## config.mk

```make
export PLATFORM = sky130hd
export DESIGN_NAME = gpio_port_ovr
export DESIGN_NICKNAME = d
export VERILOG_FILES = /design/src/rtl/gpio_pkg.sv /design/src/rtl/gpio_regfile.sv /design/src/rtl/gpio_sync.sv /design/src/rtl/gpio_pin_mux.sv /design/src/rtl/gpio_port_ovr.sv
export SDC_FILE = /design/constraint.sdc
export NUM_CORES = 1
export LEC_CHECK = 0
export CAP_MARGIN = 20
export CORE_MARGIN = 3
export CORE_UTILIZATION = 39
export DETAILED_ROUTE_END_ITERATION = 10
export PLACE_DENSITY = 0.8
export SYNTH_ARGS = -nofsm -noshare
export SYNTH_HDL_FRONTEND = slang
export SYNTH_SLANG_ARGS = --single-unit
```

## constraint.sdc

```tcl
create_clock -name clk -period 1.3 [get_ports clk]
set_clock_uncertainty 0.05 [all_clocks]
set_input_delay 0.26 -clock clk [delete_from_list [all_inputs] [get_ports clk]]
set_output_delay 0.26 -clock clk [all_outputs]
set_load 0.02 [all_outputs]
```

## src/rtl/gpio_pkg.sv

```systemverilog
package gpio_pkg;
  typedef enum logic [1:0] {
    MODE_GPIO   = 2'd0,
    MODE_SHARED = 2'd1,
    MODE_TIMER  = 2'd2,
    MODE_ANALOG = 2'd3
  } pin_mode_e;

  localparam int ADDR_W     = 3;
  localparam int NUM_REGS   = 5;
  localparam logic [ADDR_W-1:0] A_DATA  = 3'd0;
  localparam logic [ADDR_W-1:0] A_DIR   = 3'd1;
  localparam logic [ADDR_W-1:0] A_PULL  = 3'd2;
  localparam logic [ADDR_W-1:0] A_SLEW  = 3'd3;
  localparam logic [ADDR_W-1:0] A_DRIVE = 3'd4;

  // fixed priority: analog, timer, shared, gpio
  function automatic pin_mode_e pick_mode(input logic ana, input logic tmr,
                                          input logic per);
    if (ana)      return MODE_ANALOG;
    else if (tmr) return MODE_TIMER;
    else if (per) return MODE_SHARED;
    else          return MODE_GPIO;
  endfunction

  // read-back value of one pin at the data address
  function automatic logic read_bit(input pin_mode_e m, input logic dir,
                                    input logic latch, input logic synced);
    if (m == MODE_ANALOG)                return 1'b0;
    else if (m == MODE_GPIO && dir)      return latch;
    else                                 return synced;
  endfunction
endpackage

```

## src/rtl/gpio_regfile.sv

```systemverilog
module gpio_regfile
  import gpio_pkg::*;
#(
  parameter int W = 8
) (
  input  logic              clk,
  input  logic              rst_n,
  input  logic              wr_en,
  input  logic [ADDR_W-1:0] addr,
  input  logic [W-1:0]      wdata,
  output logic [W-1:0]      latch_q,
  output logic [W-1:0]      dir_q,
  output logic [W-1:0]      pull_q,
  output logic [W-1:0]      slew_q,
  output logic [W-1:0]      drive_q,
  output logic [W-1:0]      cfg_rdata
);
  logic [W-1:0] regs_q [NUM_REGS];
  logic [NUM_REGS-1:0] hit;

  for (genvar r = 0; r < NUM_REGS; r++) begin : g_reg
    assign hit[r] = wr_en && (addr == ADDR_W'(r));
    always_ff @(posedge clk or negedge rst_n) begin
      if (!rst_n)      regs_q[r] <= '0;
      else if (hit[r]) regs_q[r] <= wdata;
    end
  end

  assign latch_q = regs_q[A_DATA];
  assign dir_q   = regs_q[A_DIR];
  assign pull_q  = regs_q[A_PULL];
  assign slew_q  = regs_q[A_SLEW];
  assign drive_q = regs_q[A_DRIVE];

  always_comb begin
    cfg_rdata = '0;
    unique case (addr)
      A_DIR:   cfg_rdata = dir_q;
      A_PULL:  cfg_rdata = pull_q;
      A_SLEW:  cfg_rdata = slew_q;
      A_DRIVE: cfg_rdata = drive_q;
      default: cfg_rdata = '0;
    endcase
  end

  // data write always lands, whatever the pin modes
  p_latch_write_r10: assert property (@(posedge clk) disable iff (!rst_n)
    hit[A_DATA] |=> latch_q == $past(wdata));
  // writes outside the map leave the direction register alone
  p_unmapped_quiet_r2: assert property (@(posedge clk) disable iff (!rst_n)
    (wr_en && addr >= ADDR_W'(NUM_REGS)) |=> $stable(dir_q));
endmodule

```

## src/rtl/gpio_sync.sv

```systemverilog
module gpio_sync #(
  parameter int W = 8
) (
  input  logic         clk,
  input  logic         rst_n,
  input  logic [W-1:0] d,
  output logic [W-1:0] q
);
  logic [W-1:0] stage1_q, stage2_q;

  always_ff @(posedge clk or negedge rst_n) begin
    if (!rst_n) begin
      stage1_q <= '0;
      stage2_q <= '0;
    end else begin
      stage1_q <= d;
      stage2_q <= stage1_q;
    end
  end

  assign q = stage2_q;

  // output trails the first stage by exactly one edge
  p_two_stage_r9: assert property (@(posedge clk) disable iff (!rst_n)
    1'b1 |=> stage2_q == $past(stage1_q));
endmodule

```

## src/rtl/gpio_pin_mux.sv

```systemverilog
module gpio_pin_mux
  import gpio_pkg::*;
#(
  parameter int W = 8
) (
  input  logic         clk,
  input  logic         rst_n,
  input  logic [W-1:0] ana_en,
  input  logic [W-1:0] tmr_en,
  input  logic [W-1:0] tmr_oe,
  input  logic [W-1:0] tmr_out,
  input  logic [W-1:0] per_en,
  input  logic [W-1:0] per_oe,
  input  logic [W-1:0] per_out,
  input  logic [W-1:0] dir_q,
  input  logic [W-1:0] latch_q,
  input  logic [W-1:0] pull_q,
  input  logic [W-1:0] synced,
  output logic [W-1:0] out_v,
  output logic [W-1:0] oe_v,
  output logic [W-1:0] pull_v,
  output logic [W-1:0] rd_v
);
  for (genvar i = 0; i < W; i++) begin : g_pin
    pin_mode_e mode;
    assign mode = pick_mode(ana_en[i], tmr_en[i], per_en[i]);

    always_comb begin
      unique case (mode)
        MODE_ANALOG: begin oe_v[i] = 1'b0;      out_v[i] = 1'b0;       end
        MODE_TIMER:  begin oe_v[i] = tmr_oe[i]; out_v[i] = tmr_out[i]; end
        MODE_SHARED: begin oe_v[i] = per_oe[i]; out_v[i] = per_out[i]; end
        default:     begin oe_v[i] = dir_q[i];  out_v[i] = latch_q[i]; end
      endcase
    end

    assign pull_v[i] = pull_q[i] && !oe_v[i] && (mode != MODE_ANALOG);
    assign rd_v[i]   = read_bit(mode, dir_q[i], latch_q[i], synced[i]);

    // timer wins over shared peripheral and direction bit
    p_timer_owns_r7: assert property (@(posedge clk) disable iff (!rst_n)
      (!ana_en[i] && tmr_en[i]) |-> (oe_v[i] == tmr_oe[i] && out_v[i] == tmr_out[i]));
    // shared peripheral drives when only it is enabled
    p_shared_owns_r5: assert property (@(posedge clk) disable iff (!rst_n)
      (!ana_en[i] && !tmr_en[i] && per_en[i]) |-> (oe_v[i] == per_oe[i]));
    // analog pin is silent
    p_analog_quiet_r3: assert property (@(posedge clk) disable iff (!rst_n)
      ana_en[i] |-> (!oe_v[i] && !out_v[i] && !pull_v[i] && !rd_v[i]));
    // pull-up never fights an enabled driver
    p_pull_input_r11: assert property (@(posedge clk) disable iff (!rst_n)
      pull_v[i] |-> !oe_v[i]);
  end
endmodule

```

## src/rtl/gpio_port_ovr.sv

```systemverilog
module gpio_port_ovr
  import gpio_pkg::*;
#(
  parameter int W = 8
) (
  input  logic              clk,
  input  logic              rst_n,
  input  logic              bus_sel,
  input  logic              bus_wr,
  input  logic [ADDR_W-1:0] bus_addr,
  input  logic [W-1:0]      bus_wdata,
  output logic [W-1:0]      bus_rdata,
  input  logic [W-1:0]      ana_en,
  input  logic [W-1:0]      tmr_en,
  input  logic [W-1:0]      tmr_oe,
  input  logic [W-1:0]      tmr_out,
  input  logic [W-1:0]      per_en,
  input  logic [W-1:0]      per_oe,
  input  logic [W-1:0]      per_out,
  input  logic [W-1:0]      pad_in,
  output logic [W-1:0]      pad_out,
  output logic [W-1:0]      pad_oe,
  output logic [W-1:0]      pad_pull,
  output logic [W-1:0]      pad_slew,
  output logic [W-1:0]      pad_drive
);
  logic [W-1:0] latch_q, dir_q, pull_q, cfg_rdata, synced, port_rd;
  logic         wr_en;

  assign wr_en = bus_sel && bus_wr;

  gpio_regfile #(.W(W)) u_regs (
    .clk(clk), .rst_n(rst_n), .wr_en(wr_en), .addr(bus_addr),
    .wdata(bus_wdata), .latch_q(latch_q), .dir_q(dir_q), .pull_q(pull_q),
    .slew_q(pad_slew), .drive_q(pad_drive), .cfg_rdata(cfg_rdata)
  );

  gpio_sync #(.W(W)) u_sync (
    .clk(clk), .rst_n(rst_n), .d(pad_in), .q(synced)
  );

  gpio_pin_mux #(.W(W)) u_mux (
    .clk(clk), .rst_n(rst_n),
    .ana_en(ana_en), .tmr_en(tmr_en), .tmr_oe(tmr_oe), .tmr_out(tmr_out),
    .per_en(per_en), .per_oe(per_oe), .per_out(per_out),
    .dir_q(dir_q), .latch_q(latch_q), .pull_q(pull_q), .synced(synced),
    .out_v(pad_out), .oe_v(pad_oe), .pull_v(pad_pull), .rd_v(port_rd)
  );

  always_comb begin
    if (!bus_sel)                bus_rdata = '0;
    else if (bus_addr == A_DATA) bus_rdata = port_rd;
    else                         bus_rdata = cfg_rdata;
  end

  // idle bus returns zero
  p_idle_read_r2: assert property (@(posedge clk) disable iff (!rst_n)
    !bus_sel |-> bus_rdata == '0);
  // data read of a plain GPIO output pin returns its latch
  for (genvar i = 0; i < W; i++) begin : g_chk
    p_read_latch_r8: assert property (@(posedge clk) disable iff (!rst_n)
      (bus_sel && bus_addr == A_DATA && !ana_en[i] && !tmr_en[i] && !per_en[i]
       && dir_q[i]) |-> bus_rdata[i] == latch_q[i]);
  end
endmodule

```

==> metrics.md <==
| Metric | Value |
|---|---|
| Status | `finished with violations` |
| Failing checks | `negative setup slack` |
| Post-Layout Cell Count | `557` |
| ANT cells | `0` |
| Clock buffer count from CTS | `5` |
| Ratio of cells with drive above 1 in the final layout | `59.8%` |
| Setup crit end kind | `output port` |
| # DRC | `0` |
| PwrDens | `1090 nW/um^2` |
| Final hold vios | `0` |
| Vias/cell | `5.20` |
| Most common cell after layout, fill and taps aside | `buf_4` |
| Root buf cell | `clkbuf_8` |
| Max-slew violation count | `0` |
| Leak | `2.54 nW` |
| Max IR drop VDD | `0.000736 V` |
| Syn Nets | `323` |
| H-tree levels | `2` |
| Largest net degree at the start of global routing | `57` |
| Most frequent cells in the layout | `buf_4 (81), clkdlybuf4s50_1 (56), dfrtp_1 (56)` |
| Total number of clock tree sinks | `56` |
| Critical path origin | `u_regs.dir_q[6]` |
| Port Buf Inserts | `126` |
| HP Class | `flip-flop to flip-flop` |
| Actual slew at the worst max-slew pin | `0.302 ns` |
| Post-synth EDFFs | `0` |
| Setup ws final | `-0.523 ns` |
| Worst-skew pair later-pin latency | `0.32 ns` |
| Hold Crit Depth | `0` |
| Via count | `2,895` |
| # placed instances | `541` |
| Synth Area per Inst | `12.3 um^2` |
| Fmax | `0.549 GHz` |
| Critical path class | `flip-flop to output port` |
| Critical path launch point type | `flip-flop` |
| Yosys cell types | `26` |
| Total GRT Usage | `22.8%` |
| Synthesis-to-layout area growth | `86.1%` |
| Setup tns final | `-12.79 ns` |
| Vias in the first global route | `3,141` |
| Sequential area share after synthesis | `46.8%` |
| Beginning of the worst hold path | `u_sync.stage1_q[0]` |
| Yosys warning total | `0` |
| Reg2reg start | `u_regs.latch_q[0]` |
| Reg2Reg Depth | `3` |
| # IOs | `127` |
| Clock tree buffer depth | `2` |
| Final nets | `537` |
| CTS tree | `yes` |
| Clk slew on worst S/H paths | `0.11 ns` |
| Count of state elements after synthesis | `56` |
| Die Wd | `93.6 um` |
| Post-route ant nets | `0` |
| Detail Placement HPWL | `7090 um` |
| Gate Count Post-Synth | `244` |
| Initial core utilization | `40.6%` |
| Synth Cell Area | `3000 um^2` |
| DRT Wirelength | `10,400 um` |
| Post-synth ARST share | `100%` |
| Drt wl/cell | `18.6 um` |
| # Max-Cap Violations | `0` |
| FP Rows | `31` |
| Top FF cell, synth | `dfrtp_1` |
| CP max FO | `2` |
| Core area | `7370 um^2` |
| Die Y | `93.6 um` |
| Placed inst area | `5100 um^2` |
| Final Util | `75.7%` |
| Fin crit share | `140%` |
| GRT Residual Overflow | `0` |
| Initial antenna violation count | `0` |
| DRT iter0 DRCs | `76` |
| WP data arrival | `1.51 ns` |
| Critical path required time | `0.99 ns` |
| First-pass GRT wire length | `15,600 um` |
| Die area | `8770 um^2` |
| Max_slew headroom | `79.9%` |
| Final setup viols | `54` |
| First-pass DRT Iterations | `4` |
| RePlAce Congestion | `0.826` |
| Post-route cell area | `5580 um^2` |
| Crit path time final | `1.82 ns` |
| RSZ-0062 raised after global routing | `yes` |
## synth_stat cells (8+ instances only)
| cell type | n | area [um^2] |
|---|---|---|
| dfrtp_1 | 56 | 1400 |
| mux2_2 | 40 | 450 |
| nand2_1 | 24 | 90.1 |
| mux2_4 | 16 | 240 |
| mux2i_1 | 16 | 160 |
| nor3b_1 | 16 | 120 |
| nor2b_1 | 10 | 62.6 |
| nand2b_1 | 9 | 56.3 |
| a211oi_1 | 8 | 60.1 |
| a21oi_1 | 8 | 40.0 |
| a22oi_1 | 8 | 60.1 |
| inv_1 | 8 | 30.0 |
| o221ai_1 | 8 | 70.1 |
## layer usage
layer | track usage (%) | share of wire (%)
met5 | 0 | 0
met1 | 26.4 | 38
met4 | 6.02 | 1.8
met2 | 42.2 | 54
met3 | 4.99 | 5.9
## timing repair
action / 4_1_cts / 5_1_grt
pin swaps: 34 / 13
endpoints found under the hold margin: 56 / 0
setup endpoints to repair: 88 / 72
gates resized for setup: 353 / 49
setup buffers: 8 / 6
hold buffers: 1 / 0
## area by class of cell
type / instances / area (um^2)
Tap cell: 99 / 124
Fill cell: 464 / 1790
Multi-Input combinational cell: 173 / 1940
Sequential cell: 56 / 1400
Timing Repair Buffer: 214 / 2000
Clock inverter: 2 / 12.5
Clock buffer: 5 / 68.8
Inverter: 8 / 30.0
## critical path, cell delays in order (launching register included)
cell	delay (ns)
dfrtp_1	0.40
nor3b_4	0.25
mux2i_1	0.25
o221ai_2	0.12
buf_4	0.17
## metrics by stage
stage | power (mW) | setup WS (ns) | hold WS [ns]
2_1_floorplan | 3.31 | -0.137 | -0.0856
3_3_place_gp | 4.63 | -1.24 | 0.231
3_5_place_dp | 4.70 | -1.26 | 0.238
4_1_cts | 5.80 | -0.521 | 0.309
5_1_grt | 6.32 | -0.611 | 0.320
6_report | 6.06 | -0.523 | 0.309
## registers in the layout (all words and copies together), names as in the netlist
name / count
u_regs.slew_q: 8
u_regs.dir_q: 8
u_regs.drive_q: 8
u_sync.stage1_q: 8
u_regs.latch_q: 8
u_sync.q: 8
u_regs.pull_q: 8
## report_power, final
part           internal, mW  switching (mW)  total (mW)
logic                  1.73            1.09        2.82
registers              2.06           0.238        2.29
clock network         0.367           0.585       0.953
## logic make-up (layout without fill, tap and decap cells)
| logic type | Yosys count | in the layout | share of synthesized area (%) |
|---|---|---|---|
| and+or+nand+nor | 69 | 69 | 14.7 |
| AOI/OAI and AO/OA | 32 | 32 | 7.69 |
| buffers and inverters | 15 | 229 | 2.46 |
| muxes | 72 | 72 | 28.4 |
| DFF | 56 | 56 | 46.8 |
## final timing paths
kind / end / slack, ns
setup / recovery: bus_rdata[6] / -0.52
hold / removal: u_sync.q[0] / 0.31
setup reg to reg: u_regs.latch_q[0] / 0.23
hold reg to reg: u_sync.q[0] / 0.31
max in group asynchronous: u_regs.latch_q[4] / 0.54
min in group asynchronous: u_sync.stage1_q[3] / 0.41
No activity file was read; power rests on OpenSTA's default activity.
